==> src/rtl/drp_pkg.sv <==
package drp_pkg;

  localparam int NR        = 2;
  localparam int SEL_W     = 2;
  localparam int SYNC_LEN  = 2;
  localparam int MASK_UNITS = 100;
  localparam logic [SEL_W-1:0] DEF_SEL = 2'b01;

  typedef enum logic [1:0] {
    ST_HOLD  = 2'd0,
    ST_DELAY = 2'd1,
    ST_RUN   = 2'd2,
    ST_MASK  = 2'd3
  } drp_state_e;

  // release delay length in 50 us units
  function automatic int unsigned sel_units(input logic [SEL_W-1:0] s);
    case (s)
      2'd0:    return 1;
      2'd1:    return 1000;
      2'd2:    return 2000;
      default: return 4000;
    endcase
  endfunction

  // clock cycles per 50 us unit, never below one
  function automatic int unsigned unit_ticks(input int unsigned khz);
    if (khz / 20 == 0) return 1;
    return khz / 20;
  endfunction

endpackage

==> src/rtl/drp_rail_sync.sv <==
module drp_rail_sync #(
  parameter int STAGES = 2
) (
  input  logic clk,
  input  logic rst_n,
  input  logic en_in,
  input  logic rdy_in,
  output logic en_s,
  output logic good,
  output logic good_rise,
  output logic en_rise,
  output logic rdy_fall
);

  logic [STAGES-1:0] en_pipe;
  logic [STAGES-1:0] rdy_pipe;
  logic              en_d;
  logic              rdy_d;
  logic              rdy_s;

  always_ff @(posedge clk or negedge rst_n) begin
    if (!rst_n) begin
      en_pipe  <= '0;
      rdy_pipe <= '0;
    end else begin
      en_pipe  <= {en_pipe[STAGES-2:0], en_in};
      rdy_pipe <= {rdy_pipe[STAGES-2:0], rdy_in};
    end
  end

  assign en_s  = en_pipe[STAGES-1];
  assign rdy_s = rdy_pipe[STAGES-1];

  always_ff @(posedge clk or negedge rst_n) begin
    if (!rst_n) begin
      en_d  <= 1'b0;
      rdy_d <= 1'b0;
    end else begin
      en_d  <= en_s;
      rdy_d <= rdy_s;
    end
  end

  assign good      = en_s & rdy_s;
  assign good_rise = good & ~(en_d & rdy_d);
  assign en_rise   = en_s & ~en_d;
  assign rdy_fall  = en_s & rdy_d & ~rdy_s;

endmodule

==> src/rtl/drp_timer.sv <==
module drp_timer #(
  parameter int CW = 8
) (
  input  logic          clk,
  input  logic          rst_n,
  input  logic          start,
  input  logic [CW-1:0] load_ticks,
  input  logic          active,
  output logic          busy,
  output logic [CW-1:0] cnt,
  output logic          done
);

  always_ff @(posedge clk or negedge rst_n) begin
    if (!rst_n) begin
      busy <= 1'b0;
      cnt  <= '0;
    end else if (start) begin
      busy <= 1'b1;
      cnt  <= load_ticks - CW'(1);
    end else if (!active) begin
      busy <= 1'b0;
      cnt  <= '0;
    end else if (busy) begin
      if (cnt == '0) busy <= 1'b0;
      else           cnt  <= cnt - CW'(1);
    end
  end

  assign done = busy && active && (cnt == '0);

endmodule

==> src/rtl/drp_ctrl.sv <==
module drp_ctrl
  import drp_pkg::*;
(
  input  logic          clk,
  input  logic          rst_n,
  input  logic [NR-1:0] en_s,
  input  logic [NR-1:0] good,
  input  logic [NR-1:0] good_rise,
  input  logic [NR-1:0] en_rise,
  input  logic [NR-1:0] rdy_fall,
  input  logic          dly_done,
  input  logic          msk_done,
  output drp_state_e    st,
  output logic          trig_delay,
  output logic          trig_mask,
  output logic          npor_q
);

  drp_state_e nxt;
  logic       any_en;
  logic       all_ok;

  assign any_en = |en_s;
  assign all_ok = any_en && (&(good | ~en_s));

  always_comb begin
    nxt        = st;
    trig_delay = 1'b0;
    trig_mask  = 1'b0;
    case (st)
      ST_HOLD: begin
        if (any_en && (|good_rise)) begin
          nxt        = ST_DELAY;
          trig_delay = 1'b1;
        end
      end
      ST_DELAY: begin
        if (!any_en)       nxt = ST_HOLD;
        else if (dly_done) nxt = all_ok ? ST_RUN : ST_HOLD;
      end
      ST_RUN: begin
        if (!any_en) begin
          nxt = ST_HOLD;
        end else if (|rdy_fall) begin
          nxt        = ST_DELAY;
          trig_delay = 1'b1;
        end else if (|en_rise) begin
          nxt       = ST_MASK;
          trig_mask = 1'b1;
        end else if (!all_ok) begin
          nxt = ST_HOLD;
        end
      end
      ST_MASK: begin
        if (!any_en)       nxt = ST_HOLD;
        else if (msk_done) nxt = all_ok ? ST_RUN : ST_HOLD;
      end
      default: nxt = ST_HOLD;
    endcase
  end

  always_ff @(posedge clk or negedge rst_n) begin
    if (!rst_n) begin
      st     <= ST_HOLD;
      npor_q <= 1'b0;
    end else begin
      st     <= nxt;
      npor_q <= (nxt == ST_RUN) || (nxt == ST_MASK);
    end
  end

endmodule

==> src/rtl/dual_rail_por.sv <==
module dual_rail_por
  import drp_pkg::*;
#(
  parameter int CLK_KHZ = 100000
) (
  input  logic             clk,
  input  logic             rst_n,
  input  logic             en_a,
  input  logic             en_b,
  input  logic             rdy_a,
  input  logic             rdy_b,
  input  logic [SEL_W-1:0] dly_sel,
  output logic             rst_out_n
);

  localparam int unsigned UNIT      = unit_ticks(CLK_KHZ);
  localparam int unsigned MAX_TICKS = sel_units(2'd3) * UNIT;
  localparam int unsigned MSK_TICKS = MASK_UNITS * UNIT;
  localparam int          CW        = $clog2(MAX_TICKS + 1);

  logic [NR-1:0] en_raw;
  logic [NR-1:0] rdy_raw;
  logic [NR-1:0] en_s;
  logic [NR-1:0] good;
  logic [NR-1:0] good_rise;
  logic [NR-1:0] en_rise;
  logic [NR-1:0] rdy_fall;

  assign en_raw  = {en_b, en_a};
  assign rdy_raw = {rdy_b, rdy_a};

  for (genvar i = 0; i < NR; i++) begin : g_rail
    drp_rail_sync #(.STAGES(SYNC_LEN)) u_sync (
      .clk       (clk),
      .rst_n     (rst_n),
      .en_in     (en_raw[i]),
      .rdy_in    (rdy_raw[i]),
      .en_s      (en_s[i]),
      .good      (good[i]),
      .good_rise (good_rise[i]),
      .en_rise   (en_rise[i]),
      .rdy_fall  (rdy_fall[i])
    );
  end

  logic [SEL_W-1:0] sel_q;

  always_ff @(posedge clk or negedge rst_n) begin
    if (!rst_n) sel_q <= DEF_SEL;
    else        sel_q <= dly_sel;
  end

  drp_state_e    st;
  logic          trig_delay;
  logic          trig_mask;
  logic          dly_done;
  logic          msk_done;
  logic          dly_busy;
  logic          msk_busy;
  logic [CW-1:0] dly_cnt;
  logic [CW-1:0] msk_cnt;
  logic [CW-1:0] dly_load;
  logic [CW-1:0] msk_load;
  logic          any_en;

  assign dly_load = CW'(sel_units(sel_q) * UNIT);
  assign msk_load = CW'(MSK_TICKS);
  assign any_en   = |en_s;

  drp_timer #(.CW(CW)) u_dly (
    .clk        (clk),
    .rst_n      (rst_n),
    .start      (trig_delay),
    .load_ticks (dly_load),
    .active     (st == ST_DELAY),
    .busy       (dly_busy),
    .cnt        (dly_cnt),
    .done       (dly_done)
  );

  drp_timer #(.CW(CW)) u_msk (
    .clk        (clk),
    .rst_n      (rst_n),
    .start      (trig_mask),
    .load_ticks (msk_load),
    .active     (st == ST_MASK),
    .busy       (msk_busy),
    .cnt        (msk_cnt),
    .done       (msk_done)
  );

  logic npor_q;

  drp_ctrl u_ctrl (
    .clk        (clk),
    .rst_n      (rst_n),
    .en_s       (en_s),
    .good       (good),
    .good_rise  (good_rise),
    .en_rise    (en_rise),
    .rdy_fall   (rdy_fall),
    .dly_done   (dly_done),
    .msk_done   (msk_done),
    .st         (st),
    .trig_delay (trig_delay),
    .trig_mask  (trig_mask),
    .npor_q     (npor_q)
  );

  assign rst_out_n = npor_q;

endmodule

==> config.mk <==
export PLATFORM = sky130hd
export DESIGN_NAME = dual_rail_por
export DESIGN_NICKNAME = d
export VERILOG_FILES = /design/src/rtl/drp_pkg.sv /design/src/rtl/drp_rail_sync.sv /design/src/rtl/drp_timer.sv /design/src/rtl/drp_ctrl.sv /design/src/rtl/dual_rail_por.sv
export SDC_FILE = /design/constraint.sdc
export NUM_CORES = 1
export LEC_CHECK = 0
export BUFFER_PORTS_ARGS = -buffer_cell sky130_fd_sc_hd__buf_2
export CORE_UTILIZATION = 45
export CTS_CLUSTER_DIAMETER = 30
export DETAILED_ROUTE_END_ITERATION = 6
export PLACE_DENSITY = 0.67
export SLEW_MARGIN = 25
export SYNTH_ARGS = -nofsm -noshare
export SYNTH_HDL_FRONTEND = slang
export SYNTH_SLANG_ARGS = --single-unit
==> constraint.sdc <==
create_clock -name clk -period 2.7 [get_ports clk]
set_input_delay 0.135 -clock clk [delete_from_list [all_inputs] [get_ports clk]]
set_output_delay 0.135 -clock clk [all_outputs]
set_load 0.02 [all_outputs]
After elaboration in Yosys (flattened, before gate mapping)
Index checks and enable logic that the tools add are counted.

word-level totals
  RAM bits = 0
  register bits = 69
  bits of input ports = 8
  output and inout bits = 1
  memory bits (read-only) = 0
  memories = 0
  latch bits = 0

operators by class
  eq/ne operators = 11
  multiplexer cells = 36
  reductions and logical operators = 18
  multipliers = 1
  divide/modulo/power cells = 0
  order comparisons = 0
  shifts and indexed selects = 0
  bitwise logic cells = 20
  add/subtract/negate cells = 3

operators with widths
  kind                                                 count
  two-way mux 25 bit                                   8
  subtractor 25 x 1 -> 25 bit, second input constant   3
  zero test 25 bit                                     2
  case mux 12 bit (3 select lines)                     1
  multiplier 32 x 10 -> 22 bit, second input constant  1
  two-way mux 2 bit                                    10
  two-way mux 1 bit                                    15
  bitwise AND 1 bit                                    12
  != test 3 bit, second input constant                 4
  equality test 2 bit, second input constant           5
  case mux 2 bit (4 select lines)                      1
  OR reduction 2 bit                                   4
  logical AND 1 bit                                    6
  inverter 1 bit                                       6
  AND reduction 2 bit                                  3
  equality test 2 x 1 -> 1 bit, second input constant  2
  zero test 2 bit                                      2
  inverter 2 bit                                       1
  OR 2 bit                                             1
  case mux 1 bit (2 select lines)                      1
  logical OR 1 bit                                     1

Depth between registers and ports, before layout
Gate-level depths: netlist (run 1).

  depth in word-level cells = 11
  gate-level depth with buffers = 11
  mapped depth without buffers = 11

Modules after synthesis
A second synthesis (run 1) with hierarchy kept.

unflattened totals
  cells, all modules = 625
  area, all modules = 5373.9 um^2

by module, submodules not included
  module         area each (um^2)  seq. area each (um^2)  cells an instance  instances
  drp_timer      2233.4            650.6                  270                2
  drp_rail_sync  183.9             150.1                  11                 2
  dual_rail_por  309.0             51.3                   34                 1
  drp_ctrl       230.2             75.1                   29                 1

Worst setup path before layout (run 1)
No wires, ideal clock.

  path kind = flip-flop to flip-flop
  start point = register u_msk.cnt[5]
  end point = register u_msk.cnt[3]
  cell stages (with the launch flop) = 9
  library setup time = 0.121 ns
  path buffers = 2
  clock period less this slack = 2.346 ns
  setup slack = 0.354 ns
  arrival time = 2.225 ns
  cell sequence = dfrtp_1 -> or4_4 -> or3_1 -> buf_2 -> o31ai_4 -> nand2_2 -> buf_6 -> o21a_1 -> o22a_1

on the way
  word-level cells in the longest chain between the ends = 3

RTL lines
  item                                  RTL line         RTL
  start, declared                       drp_timer.sv:10  output logic [CW-1:0] cnt,
  start signal, assigned                drp_timer.sv:20  cnt <= load_ticks - CW'(1);
  start signal, assigned                drp_timer.sv:26  else cnt <= cnt - CW'(1);
  zero test 25 bit                      drp_timer.sv:25  if (cnt == '0) busy <= 1'b0;
  != test 3 bit (no source line)        n/a
  AND reduction 2 bit (no source line)  n/a

No other way between the ends.
A chain may end at the register's enable or synchronous reset.

Final worst setup path (run 1)
  start point = register u_msk.cnt[5]
  end point = register u_msk.cnt[17]

on the way
  word-level cells in the longest chain between the ends = 5
  elaborated cells on any way between the ends = 8
  classes of those cells = add/sub: 1; eq/ne: 1; mux: 4; reduce/logical: 2

RTL lines
  item                         RTL line         RTL
  subtractor 25 x 1 -> 25 bit  drp_timer.sv:26
  two-way mux 25 bit           drp_timer.sv:25
  two-way mux 25 bit           drp_timer.sv:24  end else if (busy) begin
  two-way mux 25 bit           drp_timer.sv:21  end else if (!active) begin
  two-way mux 25 bit           drp_timer.sv:18  end else if (start) begin

Parallel ways exist; a longest one is shown, timed or not. The select of a mux whose other input is x is not followed.

==> results of run 1 <==
==> layer usage <==
layer | vias up | GRT usage (%) | wire [um]
met5 | - | 0 | 0
met4 | 0 | 8.209 | 135
met3 | 15 | 6.161 | 407
met2 | 76 | 34.28 | 4276
met1 | 1600 | 28.84 | 4131
li1 | 1654 | - | -
==> final timing paths <==
check,end
max in group asynchronous,sel_q[0]
max,u_msk.cnt[17]
min reg2reg,g_rail[1].u_sync.rdy_pipe[1]
min,g_rail[1].u_sync.rdy_pipe[1]
max reg2reg,u_msk.cnt[17]
min in group asynchronous,u_msk.cnt[9]
==> timing repair <==
action | 4_1_cts | 5_1_grt
endpoints found under the hold margin | 36 | 0
gates resized for setup | 0 | 2
endpoints found under the setup margin | 0 | 3
hold buffers | 7 | 0
==> flip-flops by register name (all words and copies together), names as in the netlist <==
signal / count
sel_q: 2
g_rail.u_sync.en_pipe: 4
u_dly.busy: 1
g_rail.u_sync.en_d: 2
u_msk.busy: 1
u_dly.cnt: 25
g_rail.u_sync.rdy_d: 2
u_msk.cnt: 25
g_rail.u_sync.rdy_pipe: 4
u_ctrl.npor_q: 1
u_ctrl.st: 2
==> worst max-delay path, stage by stage (launching register included) <==
cell and delay [ps]:
dfrtp_1 420, or4_4 550, or3_1 490, o31ai_4 370
nand2_2 250, o32ai_1 230, a211oi_2 80
==> logic make-up (layout without fill, tap and decap cells) <==
kind of cell,after synthesis,count (layout)
DFF,69,69
AOI/OAI and AO/OA,108,108
buffers and inverters,30,64
and+or+nand+nor,194,194
adders and majority gates,16,16
muxes,2,2
xor gates and xnor gates,21,21
==> placed cells by master, fill, tap and decap left out, types with 5 or more instances in the layout <==
cell type,count
o21a_1,8
ha_1,15
nand2_1,37
or2_2,5
nand3_1,11
o22a_1,8
o21ai_0,25
a21oi_1,28
nor4_1,10
nor3_1,31
nor2_1,47
a31oi_1,7
or4_1,6
and2_1,6
dfrtp_1,68
or3_1,7
nor2b_1,10
buf_2,8
xnor2_1,17
clkbuf_8,9
nand4_1,6
dlygate4sd3_1,7
nand2b_1,5
inv_1,14
buf_4,18
o22ai_1,5
==> per-stage QoR <==
step | instances | power [mW]
global route | 579 | 5.456
finish | 579 | 5.043
CTS | 579 | 5.040
floorplan | 440 | 3.306
detailed placement | 556 | 4.029
global placement | 556 | 3.995
==> report_power, final <==
| part | switching [mW] | total, mW | internal [mW] |
|---|---|---|---|
| clock | 0.454 | 0.990 | 0.536 |
| sequential | 0.270 | 1.53 | 1.26 |
| combinational | 1.48 | 2.52 | 1.04 |
| total | 2.21 | 5.04 | 2.84 |
==> layout make-up <==
| cell class | count | share of cell area [%] |
|---|---|---|
| Multi-Input combinational cell | 341 | 46.97 |
| Clock buffer | 9 | 2.730 |
| Inverter | 14 | 1.158 |
| Clock inverter | 7 | 2.317 |
| Timing Repair Buffer | 34 | 5.847 |
| Sequential cell | 69 | 38.09 |
| Tap cell | 105 | 2.896 |
==> impl_metrics.env, run 1 <==
export IMPL_area_growth_syn_to_layout_pct=13.95
export IMPL_synth_compound_area_share_pct=18.32
export IMPL_synth_edff_count=0
export IMPL_crit_start="u_msk.cnt[5]"
export IMPL_cap_violations=0
export IMPL_synth_xor_area_share_pct=4.620
export IMPL_clock_sinks=69
export IMPL_initial_core_util_pct=47.50
export IMPL_synth_flop_cell="dfrtp_1"
export IMPL_regArea_sq_um=1728
export IMPL_required_ps=2930
export IMPL_synth_area_per_cell_sq_um=9.048
export IMPL_die_width_um=96.06
export IMPL_period_share_pct=93.79
export IMPL_status="finished clean"
export IMPL_pin_count=9
export IMPL_globalplace_congestion=0.8856
export IMPL_worst_slack_ps=167.5
export IMPL_drt_vias_per_instance=5.777
export IMPL_fin_area_sq_um=4537
export IMPL_critPathKind="reg2reg"
export IMPL_coreArea_sq_um=8382
export IMPL_yosys_area_top_type="dfrtp_1"
export IMPL_root_buffer="clkbuf_8"
export IMPL_final_core_util_pct=54.13
export IMPL_holdWs_ps=352.4
export IMPL_synth_top_area_share_pct=42.74
export IMPL_dp_slack_ps=112.2
export IMPL_firstDrtPassIters=4
export IMPL_postSynth_asyncResetShare_pct=100.0
export IMPL_diodes=0
export IMPL_worst_ep_arrival_time_ps=2760
export IMPL_r2r_slack_ps=170
export IMPL_ys_warn_count=0
export IMPL_vias=3345
export IMPL_rsz0062_at_grt="no"
export IMPL_power_density_nw_per_um2=1112
export IMPL_worstMarginPinSlew_ps=759.0
export IMPL_ys_seq_elements=69
export IMPL_syn_inst=440
export IMPL_synth_distinct_cells=57
export IMPL_worstHoldStart="g_rail[1].u_sync.rdy_pipe[0]"
export IMPL_finalHoldViolCount=0
export IMPL_finalMaxSlewViolations=0
export IMPL_multi_input_area_sq_um=2131
export IMPL_wire_per_inst_um=15.46
export IMPL_final_nets=493
export IMPL_grtUsageTotal_pct=21.92
export IMPL_hold_path_class="reg2reg"
export IMPL_synth_common_cells="68 x dfrtp_1, 47 x nor2_1, 37 x nand2_1, 31 x nor3_1, 28 x a21oi_1"
export IMPL_synth_mux_area_share_pct=0.5028
export IMPL_cts_setup_buffers=0
export IMPL_max_freq_mhz=394.9
export IMPL_synth_top_family_by_area="simple AND/OR/NAND/NOR gates"
export IMPL_cts_max_level=3
export IMPL_synthAdderAreaFrac_pct=5.028
export IMPL_drive_above_1_share_pct=12.66
export IMPL_max_clock_path_buffers=2
export IMPL_clkTransAtPathRegs_ps=90
export IMPL_fillers=761
export IMPL_leakagePower_nw=1.988
export IMPL_whs_path_depth=0
export IMPL_cts_tree="yes"
export IMPL_min_period_ps=2532
export IMPL_synth_simple_area_share_pct=24.80
export IMPL_cp_start_kind="register"
export IMPL_grt_antenna_before_repair=0
export IMPL_syn_num_nets=464
export IMPL_skew_ps=10.28
export IMPL_synthesis_area_sq_um=3981
export IMPL_fin_setup_tns_ps=0
export IMPL_setup_viol=0
export IMPL_ant_nets=0
export IMPL_reg2reg_from="u_msk.cnt[5]"
export IMPL_totalWireLength_um=8950
export IMPL_die_area_sq_um=9228
export IMPL_cts_buffers=9
export IMPL_yosysSeqAreaShare_pct=43.40
export IMPL_place_area_sq_um=4228
export IMPL_grt_first_pass_wirelength_um=15300
export IMPL_maxSlewHeadroom_pct=49.40
export IMPL_grt_pass1_vias=3229
export IMPL_end_kind="register"
export IMPL_hpwl_um=6280
export IMPL_r2r_cells=6
export IMPL_drt_iter0_markers=240
export IMPL_port_buffers=8
export IMPL_yosys_top_cells_area="dfrtp_1 43%, ha_1 5.0%, nor2_1 4.4%"
export IMPL_worstSkewPairLatency_ps=360
export IMPL_vdd_drop_max_v=0.0006019
export IMPL_cp_max_fo=11
export IMPL_die_h_um=96.06
export IMPL_rows=33
export IMPL_grt_max_degree=40
export IMPL_overflow=0
export IMPL_synth_most_common_cell="dfrtp_1"
export IMPL_drc_errors=0
Note: power is estimated with default switching activity, not from simulation.
==> run 2: changes to the inputs <==
--- a/config.mk
+++ b/config.mk
@@ -8,6 +8,6 @@
 export BUFFER_PORTS_ARGS = -buffer_cell sky130_fd_sc_hd__buf_2
-export CORE_UTILIZATION = 45
+export CORE_UTILIZATION = 32
 export CTS_CLUSTER_DIAMETER = 30
 export DETAILED_ROUTE_END_ITERATION = 6
-export PLACE_DENSITY = 0.67
+export PLACE_DENSITY = 0.52
 export SLEW_MARGIN = 25
--- a/constraint.sdc
+++ b/constraint.sdc
@@ -3,2 +3,2 @@
 set_output_delay 0.135 -clock clk [all_outputs]
-set_load 0.02 [all_outputs]
+set_load 0.1 [all_outputs]
==> impl_metrics.env, run 2 (synthesis gave the netlist of run 1 again) <==
export IMPL_firstDrtPassIters=4
export IMPL_cp_start_kind="register"
export IMPL_layout_cells_most_common="dfrtp_1"
export IMPL_end_kind="register"
export IMPL_top_regs="u_dly.cnt (25), u_msk.cnt (25)"
export IMPL_final_nets=496
export IMPL_cts_buffers=9
export IMPL_hpwl_um=6796
export IMPL_cap_violations=0
export IMPL_cts_setup_buffers=0
export IMPL_vias=3349
export IMPL_totalWireLength_um=9605
export IMPL_cp_max_fo=16
export IMPL_switchingPower_mw=2.258
export IMPL_intPower_mw=3.048
export IMPL_status="finished clean"
export IMPL_rows=40
export IMPL_grtUsageTotal_pct=16.60
export IMPL_grt_first_pass_wirelength_um=16640
export IMPL_power_density_nw_per_um2=1136
export IMPL_min_period_ps=2507
export IMPL_vdd_drop_max_v=0.0004774
export IMPL_p_sw_share_pct=42.55
export IMPL_required_ps=2930
export IMPL_seqPwrFrac_pct=28.9
export IMPL_grt_pass1_vias=3358
export IMPL_drive_above_1_share_pct=12.39
export IMPL_worstMarginPinSlew_ps=566.3
export IMPL_setup_viol=0
export IMPL_layout_common_cells="68 x dfrtp_1, 47 x nor2_1, 37 x nand2_1"
export IMPL_overflow=0
export IMPL_worst_ep_arrival_time_ps=2730
export IMPL_pwr_share_comb_pct=49.4
export IMPL_drc_errors=0
export IMPL_die_area_sq_um=12890
export IMPL_die_width_um=113.5
export IMPL_max_clock_path_buffers=2
export IMPL_port_buffers=8
export IMPL_clock_sinks=69
export IMPL_diodes=0
export IMPL_maxSlewHeadroom_pct=62.25
export IMPL_pwr_share_clk_pct=21.7
export IMPL_wire_per_inst_um=14.91
export IMPL_period_share_pct=92.86
export IMPL_cts_max_level=3
export IMPL_die_h_um=113.5
export IMPL_finalHoldViolCount=0
export IMPL_drt_iter0_markers=157
export IMPL_final_core_util_pct=38.73
export IMPL_finalMaxSlewViolations=0
export IMPL_skew_ps=3.286
export IMPL_hold_path_class="in2async"
export IMPL_layoutNonFillerInstCount=644
export IMPL_drt_vias_per_instance=5.200
export IMPL_root_buffer="clkbuf_16"
export IMPL_ant_nets=0
export IMPL_initial_core_util_pct=33.01
export IMPL_grt_max_degree=27
export IMPL_fin_setup_tns_ps=0
export IMPL_cts_tree="yes"
export IMPL_worstSkewPairLatency_ps=340
export IMPL_fillers=1228
export IMPL_grt_antenna_before_repair=0
export IMPL_rsz0062_at_grt="no"
export IMPL_dp_cells=622
export IMPL_max_freq_mhz=398.8
export IMPL_leakagePower_nw=2.011
export IMPL_globalplace_congestion=0.8186
export IMPL_area_growth_syn_to_layout_pct=17.35
export IMPL_coreArea_sq_um=12060
export IMPL_clkTransAtPathRegs_ps=60
export IMPL_pin_count=9
export IMPL_p_total_mw=5.306
export IMPL_critPathKind="reg2reg"
[run 2: cell count changes in the layout (fill, tap and decap cells not counted), moves of 2 or more]
cell       previous run  this run
clkbuf_8              9         0
clkbuf_16             0         9
inv_6                 3         0
clkbuf_1              0         2
buf_4                18        22
[run 2: timing repair]
item                                    CTS  global route
gates resized for setup                   0             1
endpoints found under the hold margin    23             0
hold buffers                              7             0
endpoints found under the setup margin    0             2
[run 2: worst paths after layout]
kind / start / end / slack (ps) / cells past startpoint
hold reg to reg: g_rail[1].u_sync.rdy_pipe[0] / g_rail[1].u_sync.rdy_pipe[1] / 340 / 0
max in group asynchronous: rst_n / sel_q[0] / 1680 / 3
setup / recovery: u_msk.cnt[5] / u_msk.cnt[11] / 190 / 7
hold / removal: rst_n / u_msk.cnt[10] / 280 / 2
min in group clk: g_rail[1].u_sync.rdy_pipe[0] / g_rail[1].u_sync.rdy_pipe[1] / 340 / 0
setup reg to reg: u_msk.cnt[5] / u_msk.cnt[11] / 190 / 7
[run 2: metal layers]
metal / share of wire [%] / wire length, um / vias to the layer above / GRT usage [%]
li1: - / - / 1671 / -
met4: 2.0 / 195 / 0 / 8.158
met3: 2.4 / 228 / 13 / 2.710
met2: 47 / 4538 / 36 / 27.20
met1: 48 / 4643 / 1629 / 21.32
met5: 0 / 0 / - / 0
[run 2: final cells by class]
type	count	area [sq um]	area share, %
Multi-Input combinational cell	341	2123	45.45
Sequential cell	69	1728	36.98
Timing Repair Buffer	37	275.3	5.892
Clock buffer	11	232.7	4.981
Tap cell	168	210.2	4.499
Inverter	14	52.55	1.125
Clock inverter	4	50.05	1.071
[run 2: stage by stage]
step           area (sq um)  hold WS, ps  worst slack, ps
5_1_grt                4672        321.5            26.71
4_1_cts                4669        295.0            144.9
3_3_place_gp           4317        108.8            248.1
2_1_floorplan          3981       -160.6            353.5
3_5_place_dp           4317        117.2            159.2
6_report               4672        281.4            192.8
[run 2: power groups by stage]
stage	combinational, mW	clock [mW]	sequential, mW
CTS	2.64	1.19	1.53
detailed placement	2.61	0	1.54
global route	2.93	1.22	1.58
global placement	2.60	0	1.54
floorplan	1.85	0	1.49
finish	2.62	1.15	1.53
[run 2: worst max-delay path, stage by stage (launching register included)]
cell and delay (ps):
dfrtp_1 420, or4_4 550, or3_1 500, o31ai_4 300, buf_4 260, or4_1 180
xor2_1 140, nor2_1 50
==> run 3: changes to the inputs <==
- BUFFER_PORTS_ARGS: -buffer_cell sky130_fd_sc_hd__buf_2 -> not set
- DONT_BUFFER_PORTS: not set -> 1
==> impl_metrics.env, run 3 (synthesis gave the netlist of run 1 again) <==
export IMPL_ant_nets=0
export IMPL_power_density_nw_per_um2=1133
export IMPL_grt_max_degree=70
export IMPL_place_area_sq_um=4284
export IMPL_fin_area_sq_um=4673
export IMPL_initial_core_util_pct=33.01
export IMPL_cts_tree="yes"
export IMPL_drc_errors=0
export IMPL_pwr_share_comb_pct=49.5
export IMPL_min_period_ps=2539
export IMPL_intPower_mw=3.015
export IMPL_die_width_um=113.5
export IMPL_period_share_pct=94.02
export IMPL_port_buffers=0
export IMPL_drive_above_1_share_pct=11.89
export IMPL_grt_pass1_vias=3429
export IMPL_worst_slack_ps=161.4
export IMPL_firstDrtPassIters=4
export IMPL_clock_sinks=69
export IMPL_switchingPower_mw=2.280
export IMPL_die_area_sq_um=12890
export IMPL_worst_ep_arrival_time_ps=2760
export IMPL_final_nets=490
export IMPL_cap_violations=0
export IMPL_grt_antenna_before_repair=0
export IMPL_dp_cells=615
export IMPL_cp_start_kind="register"
export IMPL_finalMaxSlewViolations=0
export IMPL_drt_iter0_markers=202
export IMPL_top_regs="u_dly.cnt (25), u_msk.cnt (25)"
export IMPL_rsz0062_at_grt="no"
export IMPL_vdd_drop_max_v=0.0006670
export IMPL_totalWireLength_um=9412
export IMPL_root_buffer="clkbuf_16"
export IMPL_max_freq_mhz=393.9
export IMPL_grtUsageTotal_pct=16.18
export IMPL_worstMarginPinSlew_ps=877.0
export IMPL_clkTransAtPathRegs_ps=60
export IMPL_cts_buffers=9
export IMPL_pin_count=9
export IMPL_vias=3329
export IMPL_area_growth_syn_to_layout_pct=17.38
export IMPL_grt_first_pass_wirelength_um=16430
export IMPL_max_clock_path_buffers=2
export IMPL_coreArea_sq_um=12060
export IMPL_die_h_um=113.5
export IMPL_layout_common_cells="68 x dfrtp_1, 47 x nor2_1, 37 x nand2_1"
export IMPL_status="finished clean"
export IMPL_worstSkewPairLatency_ps=340
export IMPL_fin_setup_tns_ps=0
export IMPL_cp_max_fo=11
export IMPL_drt_vias_per_instance=5.210
export IMPL_setup_viol=0
export IMPL_p_sw_share_pct=43.07
export IMPL_layoutNonFillerInstCount=639
export IMPL_diodes=0
export IMPL_fillers=1209
export IMPL_holdWs_ps=337.2
export IMPL_globalplace_congestion=0.8234
export IMPL_cts_max_level=3
export IMPL_wire_per_inst_um=14.73
export IMPL_rows=40
export IMPL_dp_slack_ps=106.5
export IMPL_overflow=0
export IMPL_maxSlewHeadroom_pct=41.58
export IMPL_seqPwrFrac_pct=29.7
export IMPL_layout_cells_most_common="dfrtp_1"
export IMPL_required_ps=2920
export IMPL_leakagePower_nw=1.991
export IMPL_end_kind="register"
export IMPL_critPathKind="reg2reg"
export IMPL_finalHoldViolCount=0
export IMPL_skew_ps=4.611
export IMPL_hold_path_class="in2async"
export IMPL_pwr_share_clk_pct=20.8
export IMPL_hpwl_um=6642
==> run 3: cell types whose count changed in the layout (fill, tap and decap cells not counted), sizes merged <==
cell	change
clkinvlp	+1
bufinv	-1
buf	-6
clkinv	+1
==> run 3: path summary, 6_finish.rpt <==
| check | startpoint | to | slack, ps | cells after the start |
|---|---|---|---|---|
| setup / recovery | u_msk.cnt[7] | u_msk.cnt[3] | 160 | 6 |
| hold / removal | rst_n | u_msk.cnt[7] | 340 | 2 |
| setup reg to reg | u_msk.cnt[7] | u_msk.cnt[3] | 160 | 6 |
| hold reg to reg | g_rail[1].u_sync.en_pipe[0] | g_rail[1].u_sync.en_pipe[1] | 350 | 0 |
| max in group asynchronous | rst_n | sel_q[0] | 2030 | 2 |
| min in group clk | dly_sel[0] | sel_q[0] | 340 | 1 |
==> run 3: area by class of cell <==
class	count	area, sq um	share of cell area (%)
Clock buffer	11	242.7	5.194
Clock inverter	5	36.28	0.7764
Inverter	14	52.55	1.124
Multi-Input combinational cell	341	2133	45.65
Sequential cell	69	1728	36.97
Tap cell	168	210.2	4.498
Timing Repair Buffer	31	270.3	5.783
==> run 3: power by group through the flow <==
stage	Combinational, mW	Clock (mW)	Sequential, mW
2_1_floorplan	1.85	0	1.49
5_1_grt	2.94	1.17	1.62
6_report	2.62	1.10	1.57
3_3_place_gp	2.55	0	1.58
3_5_place_dp	2.56	0	1.58
4_1_cts	2.61	1.13	1.57
==> run 3: layer usage <==
| metal | wire, um | global-route usage (%) | vias to the layer above |
|---|---|---|---|
| li1 | - | - | 1650 |
| met1 | 4506 | 21.06 | 1617 |
| met2 | 4454 | 26.06 | 52 |
| met3 | 332 | 3.348 | 10 |
| met4 | 118 | 7.018 | 0 |
| met5 | 0 | 0 | - |
==> run 3: metrics by stage <==
stage | util (%) | total power, mW
floorplan | - | 3.341
global placement | 35.52 | 4.132
detailed placement | 35.52 | 4.148
CTS | 38.64 | 5.316
global route | 38.74 | 5.726
finish | 38.74 | 5.295
==> run 3: critical path, stage by stage, from the launching register on <==
cell and delay [ps]:
dfrtp_1 400, or4_4 570, or3_1 490, o31ai_4 390
nand2_2 230, o21a_1 160, o22a_1 170
==> run 3: what timing repair did <==
item | 4_1_cts | 5_1_grt
hold buffers | 8 | 0
buffers inserted | 0 | 0
setup endpoints to repair | 0 | 2
resized for setup | 0 | 3
endpoints found under the hold margin | 75 | 0
